$ cat src/rtl/sonet_rx_pkg.sv
package sonet_rx_pkg;

  typedef enum logic {
    ST_SEARCH = 1'b0,
    ST_SYNC   = 1'b1
  } rx_state_e;

  localparam logic [7:0] A1_BYTE = 8'hF6;
  localparam logic [7:0] A2_BYTE = 8'h28;

  // alignment window, A1 part first, MSB first; n_a1 + n_a2 <= 8
  function automatic logic [63:0] build_pat(input int n_a1, input int n_a2);
    logic [63:0] p;
    p = '0;
    for (int i = 0; i < n_a1; i++) p = {p[55:0], A1_BYTE};
    for (int i = 0; i < n_a2; i++) p = {p[55:0], A2_BYTE};
    return p;
  endfunction

endpackage

$ cat src/rtl/rxf_pattern_det.sv
module rxf_pattern_det #(
  parameter int unsigned WIN_BITS = 32,
  parameter logic [WIN_BITS-1:0] PAT = '0
) (
  input  logic clk_i,
  input  logic rst_ni,
  input  logic bit_en_i,
  input  logic bit_i,
  output logic hit_o
);

  logic [WIN_BITS-2:0] sr_q;

  always_ff @(posedge clk_i or negedge rst_ni) begin
    if (!rst_ni)       sr_q <= '0;
    else if (bit_en_i) sr_q <= {sr_q[WIN_BITS-3:0], bit_i};
  end

  // window completes with the bit arriving this cycle
  assign hit_o = bit_en_i && ({sr_q, bit_i} == PAT);

endmodule

$ cat src/rtl/rxf_frame_timer.sv
module rxf_frame_timer #(
  parameter int unsigned FRAME_BITS = 19440,
  parameter int unsigned P_END      = 39,
  localparam int unsigned PW        = $clog2(FRAME_BITS)
) (
  input  logic          clk_i,
  input  logic          rst_ni,
  input  logic          bit_en_i,
  input  logic          reload_i,
  output logic [PW-1:0] pos_o,
  output logic          check_o,
  output logic          eof_o
);

  localparam logic [PW-1:0] LAST   = PW'(FRAME_BITS - 1);
  localparam logic [PW-1:0] CHK    = PW'(P_END);
  localparam logic [PW-1:0] RELOAD = PW'((P_END + 1) % FRAME_BITS);

  logic [PW-1:0] pos_q;

  always_ff @(posedge clk_i or negedge rst_ni) begin
    if (!rst_ni) begin
      pos_q <= '0;
    end else if (bit_en_i) begin
      if (reload_i)           pos_q <= RELOAD;
      else if (pos_q == LAST) pos_q <= '0;
      else                    pos_q <= pos_q + 1'b1;
    end
  end

  assign pos_o   = pos_q;
  assign check_o = bit_en_i && (pos_q == CHK);
  assign eof_o   = bit_en_i && (pos_q == LAST);

endmodule

$ cat src/rtl/rxf_supervisor.sv
module rxf_supervisor
  import sonet_rx_pkg::*;
#(
  parameter int unsigned MISS_LIMIT = 4,
  parameter int unsigned GOOD_LIMIT = 2,
  parameter int unsigned LOF_FRAMES = 24
) (
  input  logic clk_i,
  input  logic rst_ni,
  input  logic hit_i,
  input  logic check_i,
  input  logic eof_i,
  input  logic track_i,
  output logic sync_o,
  output logic reload_o,
  output logic rfe_o,
  output logic oof_o,
  output logic lof_o
);

  localparam int unsigned MW = $clog2(MISS_LIMIT + 1);
  localparam int unsigned GW = $clog2(GOOD_LIMIT + 1);
  localparam int unsigned LW = $clog2(LOF_FRAMES + 1);
  localparam logic [MW-1:0] MISS_MAX = MW'(MISS_LIMIT - 1);
  localparam logic [GW-1:0] GOOD_MAX = GW'(GOOD_LIMIT - 1);
  localparam logic [LW-1:0] LOF_MAX  = LW'(LOF_FRAMES - 1);

  rx_state_e     state_q;
  logic [MW-1:0] miss_q;
  logic [GW-1:0] good_q;
  logic [LW-1:0] lof_cnt_q;
  logic          oof_q, lof_q, rfe_q;

  always_ff @(posedge clk_i or negedge rst_ni) begin
    if (!rst_ni) begin
      state_q <= ST_SEARCH;
      miss_q  <= '0;
      good_q  <= '0;
      oof_q   <= 1'b0;
      rfe_q   <= 1'b0;
    end else begin
      rfe_q <= 1'b0;
      unique case (state_q)
        ST_SEARCH: begin
          if (hit_i) begin
            state_q <= ST_SYNC;
            miss_q  <= '0;
            good_q  <= '0;
          end
        end
        ST_SYNC: begin
          if (check_i && track_i) begin
            if (hit_i) begin
              miss_q <= '0;
              if (oof_q) begin
                if (good_q == GOOD_MAX) begin
                  oof_q  <= 1'b0;
                  good_q <= '0;
                end else begin
                  good_q <= good_q + 1'b1;
                end
              end
            end else begin
              rfe_q  <= 1'b1;
              good_q <= '0;
              if (miss_q == MISS_MAX) begin
                state_q <= ST_SEARCH;
                oof_q   <= 1'b1;
                miss_q  <= '0;
              end else begin
                miss_q <= miss_q + 1'b1;
              end
            end
          end
        end
        default: state_q <= ST_SEARCH;
      endcase
    end
  end

  // lof follows oof after LOF_FRAMES uninterrupted frame periods
  always_ff @(posedge clk_i or negedge rst_ni) begin
    if (!rst_ni) begin
      lof_q     <= 1'b0;
      lof_cnt_q <= '0;
    end else if (oof_q == lof_q) begin
      lof_cnt_q <= '0;
    end else if (eof_i) begin
      if (lof_cnt_q == LOF_MAX) begin
        lof_q     <= oof_q;
        lof_cnt_q <= '0;
      end else begin
        lof_cnt_q <= lof_cnt_q + 1'b1;
      end
    end
  end

  assign sync_o   = (state_q == ST_SYNC);
  assign reload_o = (state_q == ST_SEARCH) && hit_i;
  assign rfe_o    = rfe_q;
  assign oof_o    = oof_q;
  assign lof_o    = lof_q;

endmodule

$ cat src/rtl/rxf_deser.sv
module rxf_deser #(
  parameter int unsigned PW = 15
) (
  input  logic          clk_i,
  input  logic          rst_ni,
  input  logic          bit_en_i,
  input  logic          bit_i,
  input  logic          sync_i,
  input  logic          eof_i,
  input  logic [PW-1:0] pos_i,
  input  logic          width_byte_i,
  output logic [7:0]    data_o,
  output logic          word_vld_o,
  output logic          frame_o,
  output logic          wide_o
);

  logic [6:0] acc_q;
  logic [7:0] data_q;
  logic       vld_q, frm_q, wide_q;
  logic       bnd, first;
  logic [7:0] word_nxt;

  always_comb begin
    if (wide_q) begin
      bnd      = (pos_i[2:0] == 3'd7);
      first    = (pos_i == PW'(7));
      word_nxt = {acc_q, bit_i};
    end else begin
      bnd      = (pos_i[1:0] == 2'd3);
      first    = (pos_i == PW'(3));
      word_nxt = {4'b0000, acc_q[2:0], bit_i};
    end
  end

  always_ff @(posedge clk_i or negedge rst_ni) begin
    if (!rst_ni) begin
      acc_q  <= '0;
      data_q <= '0;
      vld_q  <= 1'b0;
      frm_q  <= 1'b0;
      wide_q <= 1'b1;
    end else begin
      vld_q <= 1'b0;
      frm_q <= 1'b0;
      if (bit_en_i) begin
        acc_q <= {acc_q[5:0], bit_i};
        // width only moves between frames or while unlocked
        if (!sync_i || eof_i) wide_q <= width_byte_i;
        if (sync_i && bnd) begin
          data_q <= word_nxt;
          vld_q  <= 1'b1;
          frm_q  <= first;
        end
      end
    end
  end

  assign data_o     = data_q;
  assign word_vld_o = vld_q;
  assign frame_o    = frm_q;
  assign wide_o     = wide_q;

endmodule

$ cat src/rtl/sonet_rx_framer.sv
module sonet_rx_framer #(
  parameter int unsigned FRAME_BYTES = 2430,
  parameter int unsigned A1_BYTES    = 3,
  parameter int unsigned WIN_A1      = 2,
  parameter int unsigned WIN_A2      = 2,
  parameter int unsigned MISS_LIMIT  = 4,
  parameter int unsigned GOOD_LIMIT  = 2,
  parameter int unsigned LOF_FRAMES  = 24
) (
  input  logic       clk_i,
  input  logic       rst_ni,
  input  logic       bit_en_i,
  input  logic       bit_i,
  input  logic       width_byte_i,
  input  logic       track_i,
  output logic [7:0] data_o,
  output logic       word_vld_o,
  output logic       frame_o,
  output logic       rfe_o,
  output logic       oof_o,
  output logic       lof_o
);

  localparam int unsigned FRAME_BITS = FRAME_BYTES * 8;
  localparam int unsigned WIN_BITS   = (WIN_A1 + WIN_A2) * 8;
  localparam int unsigned P_END      = (A1_BYTES + WIN_A2) * 8 - 1;
  localparam int unsigned PW         = $clog2(FRAME_BITS);
  localparam logic [WIN_BITS-1:0] PAT =
    WIN_BITS'(sonet_rx_pkg::build_pat(WIN_A1, WIN_A2));

  logic          hit, reload, check, eof, sync;
  logic          oof_raw, lof_raw, wide_cur;
  logic [PW-1:0] pos;

  rxf_pattern_det #(.WIN_BITS(WIN_BITS), .PAT(PAT)) u_det (
    .clk_i, .rst_ni, .bit_en_i, .bit_i, .hit_o(hit)
  );

  rxf_frame_timer #(.FRAME_BITS(FRAME_BITS), .P_END(P_END)) u_timer (
    .clk_i, .rst_ni, .bit_en_i, .reload_i(reload),
    .pos_o(pos), .check_o(check), .eof_o(eof)
  );

  rxf_supervisor #(
    .MISS_LIMIT(MISS_LIMIT), .GOOD_LIMIT(GOOD_LIMIT), .LOF_FRAMES(LOF_FRAMES)
  ) u_sup (
    .clk_i, .rst_ni, .hit_i(hit), .check_i(check), .eof_i(eof),
    .track_i, .sync_o(sync), .reload_o(reload), .rfe_o,
    .oof_o(oof_raw), .lof_o(lof_raw)
  );

  rxf_deser #(.PW(PW)) u_deser (
    .clk_i, .rst_ni, .bit_en_i, .bit_i, .sync_i(sync), .eof_i(eof),
    .pos_i(pos), .width_byte_i, .data_o, .word_vld_o, .frame_o,
    .wide_o(wide_cur)
  );

  assign oof_o = oof_raw & track_i;
  assign lof_o = lof_raw & track_i;

endmodule

$ cat config.mk
export PLATFORM = sky130hd
export DESIGN_NAME = sonet_rx_framer
export DESIGN_NICKNAME = d
export VERILOG_FILES = /design/src/rtl/sonet_rx_pkg.sv /design/src/rtl/rxf_pattern_det.sv /design/src/rtl/rxf_frame_timer.sv /design/src/rtl/rxf_supervisor.sv /design/src/rtl/rxf_deser.sv /design/src/rtl/sonet_rx_framer.sv
export SDC_FILE = /design/constraint.sdc
export NUM_CORES = 1
export LEC_CHECK = 0
export BUFFER_PORTS_ARGS = -buffer_cell sky130_fd_sc_hd__buf_2
export CELL_PAD_IN_SITES_DETAIL_PLACEMENT = 0
export CELL_PAD_IN_SITES_GLOBAL_PLACEMENT = 1
export CORE_MARGIN = 8
export CORE_UTILIZATION = 45
export DETAILED_ROUTE_END_ITERATION = 6
export GPL_ROUTABILITY_DRIVEN = 0
export PLACE_DENSITY_LB_ADDON = 0.1
export SLEW_MARGIN = 0
export SYNTH_ARGS = -nofsm -noshare
export SYNTH_HDL_FRONTEND = slang
export SYNTH_SLANG_ARGS = --single-unit
$ cat constraint.sdc
create_clock -name clk_i -period 3.9 [get_ports clk_i]
set_clock_uncertainty 0.2 [all_clocks]
set_input_delay 0.195 -clock clk_i [delete_from_list [all_inputs] [get_ports clk_i]]
set_output_delay 0.195 -clock clk_i [all_outputs]
set_load 0.02 [all_outputs]
==> run_results.csv, run 1 <==
group,metric,value,unit
run_status,status,"complete, no violations",
drt,final_antenna_net_count,0,
yosys,yosys.area.top_type,"dfrtp_1",
sta,timing.fmax,362,MHz
yosys,synth_flop_cell,"dfrtp_1",
sta,rsz0062_at_grt,"false",
yosys,yosysTopAreaCellShare,54.1,%
critical_path,reg2reg_from,"u_timer.pos_o[0]",
drt,remaining_drc_errors,0,
yosys,synth_edf_count,0,
layout,final_area,3650,um^2
critical_path,cp-start-kind,"flip-flop",
clock_network,cts.sinks,71,
floorplanning,start_util,45.6,%
yosys,netlist_instances,281,
layout,multiInputGateArea,1380,um^2
sta,slew_viol_final,0,
floorplanning,io_pins,19,
floorplanning,die_w,101,um
critical_path,crit_fanout,10,
grt,antenna_found_initial,0,
yosys,yosys.area_share.simple,18.6,%
yosys,yosys-top-cells-area,"dfrtp_1 (54%), mux2_2 (13%), nand3_1 (2.8%)",
grt,grt_pass1_wl,10800,um
yosys,syn-num-nets,291,
yosys,synth_compound_area_share,5.80,%
floorplanning,dieHeight,101,um
yosys,synth_area,3240,um^2
drt,wire_per_inst,15.0,um
clock_network,cts_hold_buf,3,
grt,grt_max_degree,53,
yosys,synthArstFlopShare,100,%
sta,final_hold_viol_count,0,
power_and_ir_drop,power,1890,uW
yosys,yosysWarnings,0,
yosys,synth_seq_cells,71,
drt,via_count,2169,
drt,firstDrtPassIters,4,
layout,fillers,657,
clock_network,clockRootBuffer,"clkbuf_8",
yosys,synth_xor_area_share,3.52,%
yosys,avgSynthCellArea,11.5,um^2
grt,grt_use_total,13.5,%
sta,fin_crit,2760,ps
hold_path,hold_path_class,"primary input to asynchronous set/reset pin",
critical_path,startpoint,"u_timer.pos_o[0]",
critical_path,worstSetupEndpointType,"flip-flop",
clock_network,clk_latency,340,ps
sta,setup_violations,0,
yosys,seq_area_frac_synth,54.9,%
grt,overflow,0,
yosys,yosysMostFrequentCell,"dfrtp_1",
drt,routed_via_density,5.32,
placement,dpl_cell_area,3420,um^2
yosys,synthAdderAreaFrac,1.55,%
drt,detail_route.wirelength,6120,um
clock_network,post_cts_resize_count,0,
clock_network,cts_tree,"built",
yosys,yosys-mux-area-fraction,13.2,%
critical_path,crit_arrival,2770,ps
sta,tightest_slew,716,ps
layout,register_area,1780,um^2
yosys,synth_top_family_by_area,"simple AND/OR/NAND/NOR gates",
critical_path,crit_required,3910,ps
clock_network,cts_buffers,9,
clock_network,clockBufferDepth,2,
floorplanning,fp.dieArea,10200,um^2
critical_path,path_class,"flip-flop to flip-flop",
power_and_ir_drop,leakage,0.00167,uW
layout,area_growth,12.8,%
layout,layout.nets,314,
floorplanning,core,7100,um^2
job,cap_viol_max_count,0,
placement,hpwl,4190,um
clock_network,htree_levels,3,
grt,grt_pass1_vias,2233,
layout,antennaDiodeCount,0,
sta,finalCritPeriodShare,70.8,%
placement,portBuffers,18,
yosys,synth_commonest_cells,"dfrtp_1 (70), mux2_2 (37), nand2_1 (24)",
power_and_ir_drop,power_density,517,nW/um^2
floorplanning,num_rows,31,
drt,drt_iter0_drc,96,
layout,drive_gt1_share,26.2,%
clock_network,cts.clk_slew.worst_paths,80,ps
power_and_ir_drop,ir_worst_vdd,0.313,mV
sta,maxSlewHeadroom,52.1,%
sta,fin_tns_setup,0,ps
clock_network,postCtsSetupRepairBufs,0,
yosys,synth.distinct_cells,43,
[per-layer routing]
layer / up-vias / share of wire, % / GRT usage, %
met5: - / 0 / 0
li1: 1057 / - / -
met4: 0 / 1.8 / 6.28
met1: 1081 / 47 / 17.2
met3: 10 / 2.0 / 2.49
met2: 21 / 49 / 21.5
[layout make-up]
type | count | share of cell area (%)
multi-input combinational | 190 | 37.8
timing repair buffer | 23 | 3.70
clock inverter | 7 | 2.02
inverter | 9 | 0.926
sequential | 71 | 48.7
tap | 99 | 3.40
clock buffer | 9 | 3.40
[power by group]
group          internal (uW)  switching (uW)  total (uW)
sequential               891             137        1030
clock                    296             286         582
combinational            163             112         275
[critical path, stage by stage (launching register included)]
cell and delay, ps:
dfrtp_1 380, ha_1 260, or4b_2 660, nor4_4 540, o32ai_1 130, or3b_2 470
[logic make-up (layout without fill, tap and decap cells)]
kind of cell             count (synthesis)  in the layout
flip-flops                              71             71
AO/OA/AOI/OAI                           30             30
multiplexers                            38             38
buffers and inverters                   20             48
XOR/XNOR                                13             13
adder cells (fa/ha/maj)                  4              4
AND/OR/NAND/NOR                        105            105
[path summary, 6_finish.rpt]
path,cells after the start,slack [ps],endpoint
worst min register to register,2,300,u_deser.data_o[4]
worst max-delay path,5,1140,u_sup.good_q[0]
worst min-delay path,2,180,u_sup.lof_cnt_q[4]
worst max register to register,5,1140,u_sup.good_q[0]
min in group clk_i,5,200,u_sup.rfe_o
max in group asynchronous,3,2320,u_det.sr_q[24]
[flip-flops by register name (all words and copies together), names as in the netlist, 2 cells and up]
name	flops
u_timer.pos_o	15
u_sup.miss_q	3
u_sup.lof_cnt_q	5
u_det.sr_q	31
u_sup.good_q	2
u_deser.data_o	8
[stage by stage]
stage / utilization [%] / worst slack [ps] / hold slack, ps / cells
floorplan: - / 1360 / -301 / 281
global placement: 48.2 / 1200 / 27.8 / 389
detailed placement: 48.2 / 1160 / 31.4 / 389
CTS: 51.4 / 1140 / 186 / 408
global route: 51.4 / 1020 / 235 / 408
finish: 51.4 / 1140 / 182 / 408
[placed cells by master (no fill, tap or decap), types with 2 or more instances in the layout]
cell type,count
dfrtp_1,70
mux2_2,37
nand2_1,24
nor2_1,19
nand3_1,18
buf_2,18
o21ai_0,14
xor2_1,10
inv_1,9
clkbuf_8,9
nand4_1,7
nor2b_1,5
or4_1,4
nor4b_1,4
a21oi_1,4
ha_1,4
nor4_1,3
o32ai_1,3
xnor2_1,3
and3_1,3
clkinv_4,3
dlygate4sd3_1,3
nor4_4,2
and4_1,2
nor4bb_1,2
and2_1,2
nor3b_1,2
nor3_1,2
clkinv_2,2
buf_4,2
Power figures use the tool's default switching activity.
==> run 2: changes to the inputs <==
- ABC_AREA: unset -> 1
- clock period: 3.9 -> 2.6 ns (I/O delays scaled with it)
==> run 2 against run 1 <==
Design area up 15%. Register-to-register slack worse by 700 ps. Non-clock buffer count grew 4. Sequential power up 37%. Worst hold slack lost 68 ps. Die area grew 12%. Critical path type unchanged. Largest cell class unchanged.
==> run_results.csv, run 2 <==
group,metric,value,unit
layout,layout_common_cells,"nand2_1 (125), dfrtp_1 (70), nor2_1 (61)",
drt,firstDrtPassIters,4,
drt,wire_per_inst,13.4,um
critical_path,startpoint,"u_timer.pos_o[0]",
yosys,synth_edf_count,0,
critical_path,worstSetupEndpointType,"flip-flop",
grt,grt_use_total,16.0,%
sta,timing.fmax,463,MHz
yosys,yosysTopAreaCellShare,47.1,%
placement,hpwl,5840,um
floorplanning,dieHeight,107,um
drt,drt_iter0_drc,178,
layout,layout.nets,514,
yosys,synth_seq_cells,71,
critical_path,cp-start-kind,"flip-flop",
yosys,synth_area,3720,um^2
yosys,avgSynthCellArea,7.76,um^2
sta,finalCritPeriodShare,83.1,%
grt,overflow,0,
layout,area_growth,12.7,%
yosys,synth_commonest_cells,"nand2_1 (125), dfrtp_1 (70), nor2_1 (61)",
sta,finalWorstSetupSlack,439,ps
run_status,status,"complete, no violations",
sta,setup_violations,0,
floorplanning,fp.dieArea,11400,um^2
drt,via_count,3055,
clock_network,clk_latency,350,ps
drt,remaining_drc_errors,0,
grt,grt_pass1_vias,2939,
critical_path,crit_required,2700,ps
sta,slew_viol_final,0,
yosys,netlist_instances,479,
sta,tightest_slew,711,ps
floorplanning,core,8090,um^2
grt,grt_max_degree,43,
yosys,syn-num-nets,489,
placement,portBuffers,18,
clock_network,clockBufferDepth,2,
yosys,yosysMostFrequentCell,"nand2_1",
critical_path,path_class,"flip-flop to flip-flop",
sta,maxSlewHeadroom,52.6,%
critical_path,reg2reg_from,"u_timer.pos_o[0]",
critical_path,crit_arrival,2260,ps
yosys,seq_area_frac_synth,47.8,%
sta,final_hold_viol_count,0,
hold_path,hold_path_class,"primary input to flip-flop",
clock_network,htree_levels,3,
power_and_ir_drop,power_density,676,nW/um^2
drt,routed_via_density,4.98,
floorplanning,io_pins,19,
critical_path,crit_fanout,5,
layout,antennaDiodeCount,0,
clock_network,cts.clk_slew.worst_paths,80,ps
critical_path,rr_endpoint,"u_deser.wide_o",
power_and_ir_drop,ir_worst_vdd,0.256,mV
layout,top_register,"u_det.sr_q",
yosys,yosysWarnings,0,
drt,detail_route.wirelength,8240,um
critical_path,worstRegToRegCells,7,
grt,grt_pass1_wl,14600,um
clock_network,cts.sinks,71,
critical_path,ff2ff_setup_slack,440,ps
job,cap_viol_max_count,0,
sta,fin_crit,2160,ps
drt,final_antenna_net_count,0,
clock_network,cts_tree,"built",
floorplanning,start_util,45.9,%
clock_network,post_cts_resize_count,0,
clock_network,postCtsSetupRepairBufs,0,
floorplanning,die_w,107,um
layout,fillers,837,
clock_network,cts_buffers,9,
yosys,yosys.area.top_type,"dfrtp_1",
grt,antenna_found_initial,0,
power_and_ir_drop,leakage,0.00200,uW
power_and_ir_drop,power,2830,uW
floorplanning,num_rows,33,
yosys,synth_flop_cell,"dfrtp_1",
critical_path,endpoint,"u_deser.wide_o",
sta,fin_tns_setup,0,ps
layout,final_common_cell,"nand2_1",
clock_network,clockRootBuffer,"clkbuf_8",
placement,post-place-ws,690,ps
yosys,synthArstFlopShare,100,%
yosys,yosys-top-cells-area,"dfrtp_1 (47%), nand2_1 (13%), nor2_1 (6.2%)",
yosys,synth.distinct_cells,32,
layout,largest_register_ffs,31,
clock_network,cts_hold_buf,5,
layout,drive_gt1_share,12.0,%
sta,rsz0062_at_grt,"false",
-- run 2: power breakdown --
part / internal (uW) / switching [uW]
Clock: 544 / 454
Sequential: 1230 / 173
Combinational: 155 / 271
-- run 2: layer usage --
layer | GRT usage, % | wire length, um | up-vias
met4 | 6.23 | 116 | 0
met5 | 0 | 0 | -
met2 | 22.0 | 3430 | 49
li1 | - | - | 1584
met1 | 23.4 | 4380 | 1411
met3 | 3.90 | 311 | 11
-- run 2: critical path, cell delays in order (launching register included) --
cell           delay [ps]
dfrtp_1               400
ha_1                  270
nand3_2               160
nand3b_4              200
nor2_4                160
o211ai_1               90
dlygate4sd3_1         570
nand2_1                60
-- run 2: area by class of cell --
class	count	area, um^2	share of cell area, %
multi-input combinational	339	1670	39.8
sequential	71	1780	42.4
clock buffer	9	124	2.96
tap	105	131	3.14
clock inverter	7	96.3	2.30
inverter	56	210	5.02
timing repair buffer	27	183	4.36
-- run 2: worst min-delay path by stage --
stage,from,endpoint,cells after the start
floorplan,rst_ni,u_deser.data_o[0],0
global placement,rst_ni,u_det.sr_q[7],1
detailed placement,rst_ni,u_det.sr_q[7],1
CTS,track_i,u_sup.sync_o,6
global route,track_i,u_sup.sync_o,6
finish,track_i,u_sup.sync_o,6
-- run 2: through the flow --
step | utilization, % | cell area, um^2 | hold slack (ps) | instances
finish | 51.8 | 4190 | 114 | 614
global route | 51.8 | 4190 | 179 | 614
CTS | 51.8 | 4190 | 103 | 614
detailed placement | 48.4 | 3920 | 23.9 | 593
global placement | 48.4 | 3920 | 11.6 | 593
floorplan | - | 3720 | -366 | 479
-- run 2: cells by family (layout without fill, tap and decap cells) --
family | Yosys count | after routing | share of synthesized area, %
AO/OA/AOI/OAI | 51 | 51 | 7.14
XOR/XNOR | 12 | 12 | 2.83
adder cells (fa/ha/maj) | 4 | 4 | 1.35
buffers and inverters | 69 | 99 | 7.34
flip-flops | 71 | 71 | 47.8
AND/OR/NAND/NOR | 272 | 272 | 33.5
==> run 3: changes to the inputs <==
- clock period: 2.6 -> 2.2 ns (I/O delays scaled with it)
==> run 3 against run 2 <==
Via count is 1.6% higher. Global-route usage barely moved. Non-clock buffer count unchanged. Sequential cell count did not move. Largest power group unchanged. Worst hold slack got worse by 10 ps.
==> run_results.csv, run 3 (same netlist as run 2, synthesis figures left out) <==
group,metric,value,unit
critical_path,ff2ff_setup_slack,290,ps
drt,wire_per_inst,13.2,um
clock_network,postCtsSetupRepairBufs,0,
layout,layout_common_cells,"nand2_1 (125), dfrtp_1 (70), nor2_1 (61)",
floorplanning,fp.dieArea,11400,um^2
critical_path,path_class,"flip-flop to flip-flop",
sta,fin_tns_setup,0,ps
grt,antenna_found_initial,0,
job,cap_viol_max_count,0,
critical_path,crit_required,2260,ps
clock_network,clockRootBuffer,"clkbuf_8",
floorplanning,io_pins,19,
power_and_ir_drop,intPower,2080,uW
clock_network,cts_buffers,9,
critical_path,reg2reg_from,"u_timer.pos_o[0]",
grt,overflow,0,
critical_path,crit_path_frequent_cell,"ha_1",
critical_path,crit_arrival,1970,ps
layout,final_area,4140,um^2
sta,final_hold_viol_count,0,
drt,final_antenna_net_count,0,
power_and_ir_drop,seq_power_share,53.2,%
sta,timing.fmax,523,MHz
clock_network,cts.sinks,71,
critical_path,crit_buf_inv,1,
floorplanning,dieHeight,107,um
sta,slew_viol_final,0,
critical_path,worstSetupEndpointType,"flip-flop",
power_and_ir_drop,share_comb_of_total_power,16.3,%
floorplanning,start_util,45.9,%
drt,remaining_drc_errors,0,
floorplanning,die_w,107,um
grt,grt_use_total,15.9,%
grt,grt_max_degree,72,
clock_network,clk_latency,350,ps
layout,layout.nets,514,
power_and_ir_drop,ir_worst_vdd,0.351,mV
power_and_ir_drop,switching_share,33.2,%
critical_path,crit_chain,"ha_1, ha_1, a21oi_1, nor2_4, inv_1, nand2_1, o21ai_1",
placement,portBuffers,18,
critical_path,slowest_stage,"dfrtp_1",
critical_path,crit_fanout,12,
power_and_ir_drop,clkPwrFrac,30.5,%
sta,finalCritPeriodShare,86.9,%
layout,multiInputGateArea,1670,um^2
layout,final_common_cell,"nand2_1",
layout,largest_register_ffs,31,
layout,top_register,"u_det.sr_q",
sta,whs,104,ps
placement,hpwl,5860,um
drt,firstDrtPassIters,4,
drt,via_count,3103,
power_and_ir_drop,leakage,0.00197,uW
placement,dpl_cell_area,3930,um^2
layout,area_growth,11.4,%
critical_path,rr_endpoint,"u_deser.data_o[1]",
sta,finalWorstSetupSlack,288,ps
critical_path,worstRegToRegCells,7,
sta,setup_violations,0,
hold_path,hold_path_class,"primary input to flip-flop",
floorplanning,num_rows,33,
hold_path,min_to,"u_sup.sync_o",
power_and_ir_drop,power_density,752,nW/um^2
clock_network,cts_tree,"built",
grt,grt_pass1_vias,2996,
critical_path,cp-start-kind,"flip-flop",
grt,grt_pass1_wl,14700,um
critical_path,slowest_delay,410,ps
critical_path,critical_path.top_delay_family,"adder cells",
power_and_ir_drop,p_sw,1030,uW
drt,detail_route.wirelength,8110,um
layout,drive_gt1_share,12.0,%
layout,register_area,1780,um^2
clock_network,cts.clk_slew.worst_paths,80,ps
clock_network,clockBufferDepth,2,
floorplanning,core,8090,um^2
layout,fillers,831,
hold_path,worstHoldStart,"track_i",
run_status,status,"complete, no violations",
sta,rsz0062_at_grt,"false",
clock_network,htree_levels,3,
sta,maxSlewHeadroom,74.2,%
layout,utilization,51.2,%
placement,post-place-ws,265,ps
hold_path,holdPathStages,6,
layout,antennaDiodeCount,0,
sta,fin_crit,1910,ps
drt,routed_via_density,5.05,
drt,drt_iter0_drc,164,
sta,tightest_slew,386,ps
## run 3: changes by cell type in the layout (fill, tap and decap cells not counted), sizes merged
cell / delta
buf: +1
inv: -1
clkinv: -1
clkbuf: +2
clkinvlp: +2
bufinv: -2
dlygate4sd3: -1
## run 3: per-layer routing
metal	GRT usage (%)	routed length, um	up-vias
met3	3.60	364	11
met2	22.6	3380	60
met5	0	0	-
li1	-	-	1592
met4	6.53	132	0
met1	22.8	4230	1440
## run 3: power groups by stage
stage | Combinational (uW) | Clock, uW | Sequential, uW
floorplan | 405 | 0 | 1620
global placement | 500 | 0 | 1680
detailed placement | 503 | 0 | 1680
CTS | 513 | 975 | 1650
global route | 596 | 1030 | 1690
finish | 507 | 951 | 1660
## run 3: per-stage QoR
step	std cells	power, uW
finish	614	3110
global route	614	3310
CTS	614	3140
detailed placement	594	2180
global placement	594	2180
floorplan	479	2020
## run 3: what timing repair did
action,in CTS,in global routing
setup endpoints to repair,0,0
gates resized for setup,0,0
endpoints found under the hold margin,78,0
hold buffers,4,0
## run 3: worst max-delay path by stage
stage	startpoint	end	slack [ps]	depth (start not counted)
finish	u_timer.pos_o[0]	u_deser.data_o[1]	290	7
global route	u_timer.pos_o[0]	u_timer.pos_o[9]	110	6
CTS	u_timer.pos_o[0]	u_timer.pos_o[9]	240	6
detailed placement	u_timer.pos_o[0]	u_timer.pos_o[14]	260	6
global placement	u_timer.pos_o[0]	u_timer.pos_o[14]	280	6
floorplan	u_timer.pos_o[0]	u_deser.data_o[2]	460	8
## run 3: layout make-up
cell class                      instances  area share, %
Timing Repair Buffer                   27           4.35
Clock buffer                           11           3.41
Multi-Input combinational cell        339           40.2
Inverter                               56           5.08
Tap cell                              105           3.17
Sequential cell                        71           42.9
Clock inverter                          5          0.816
## run 3: tightest hold or removal path, delay by kind of cell
| family | cells | cell delay, ps |
|---|---|---|
| AO/OA/AOI/OAI | 1 | 90 |
| buffers and inverters | 1 | 130 |
| AND/OR/NAND/NOR | 4 | 300 |
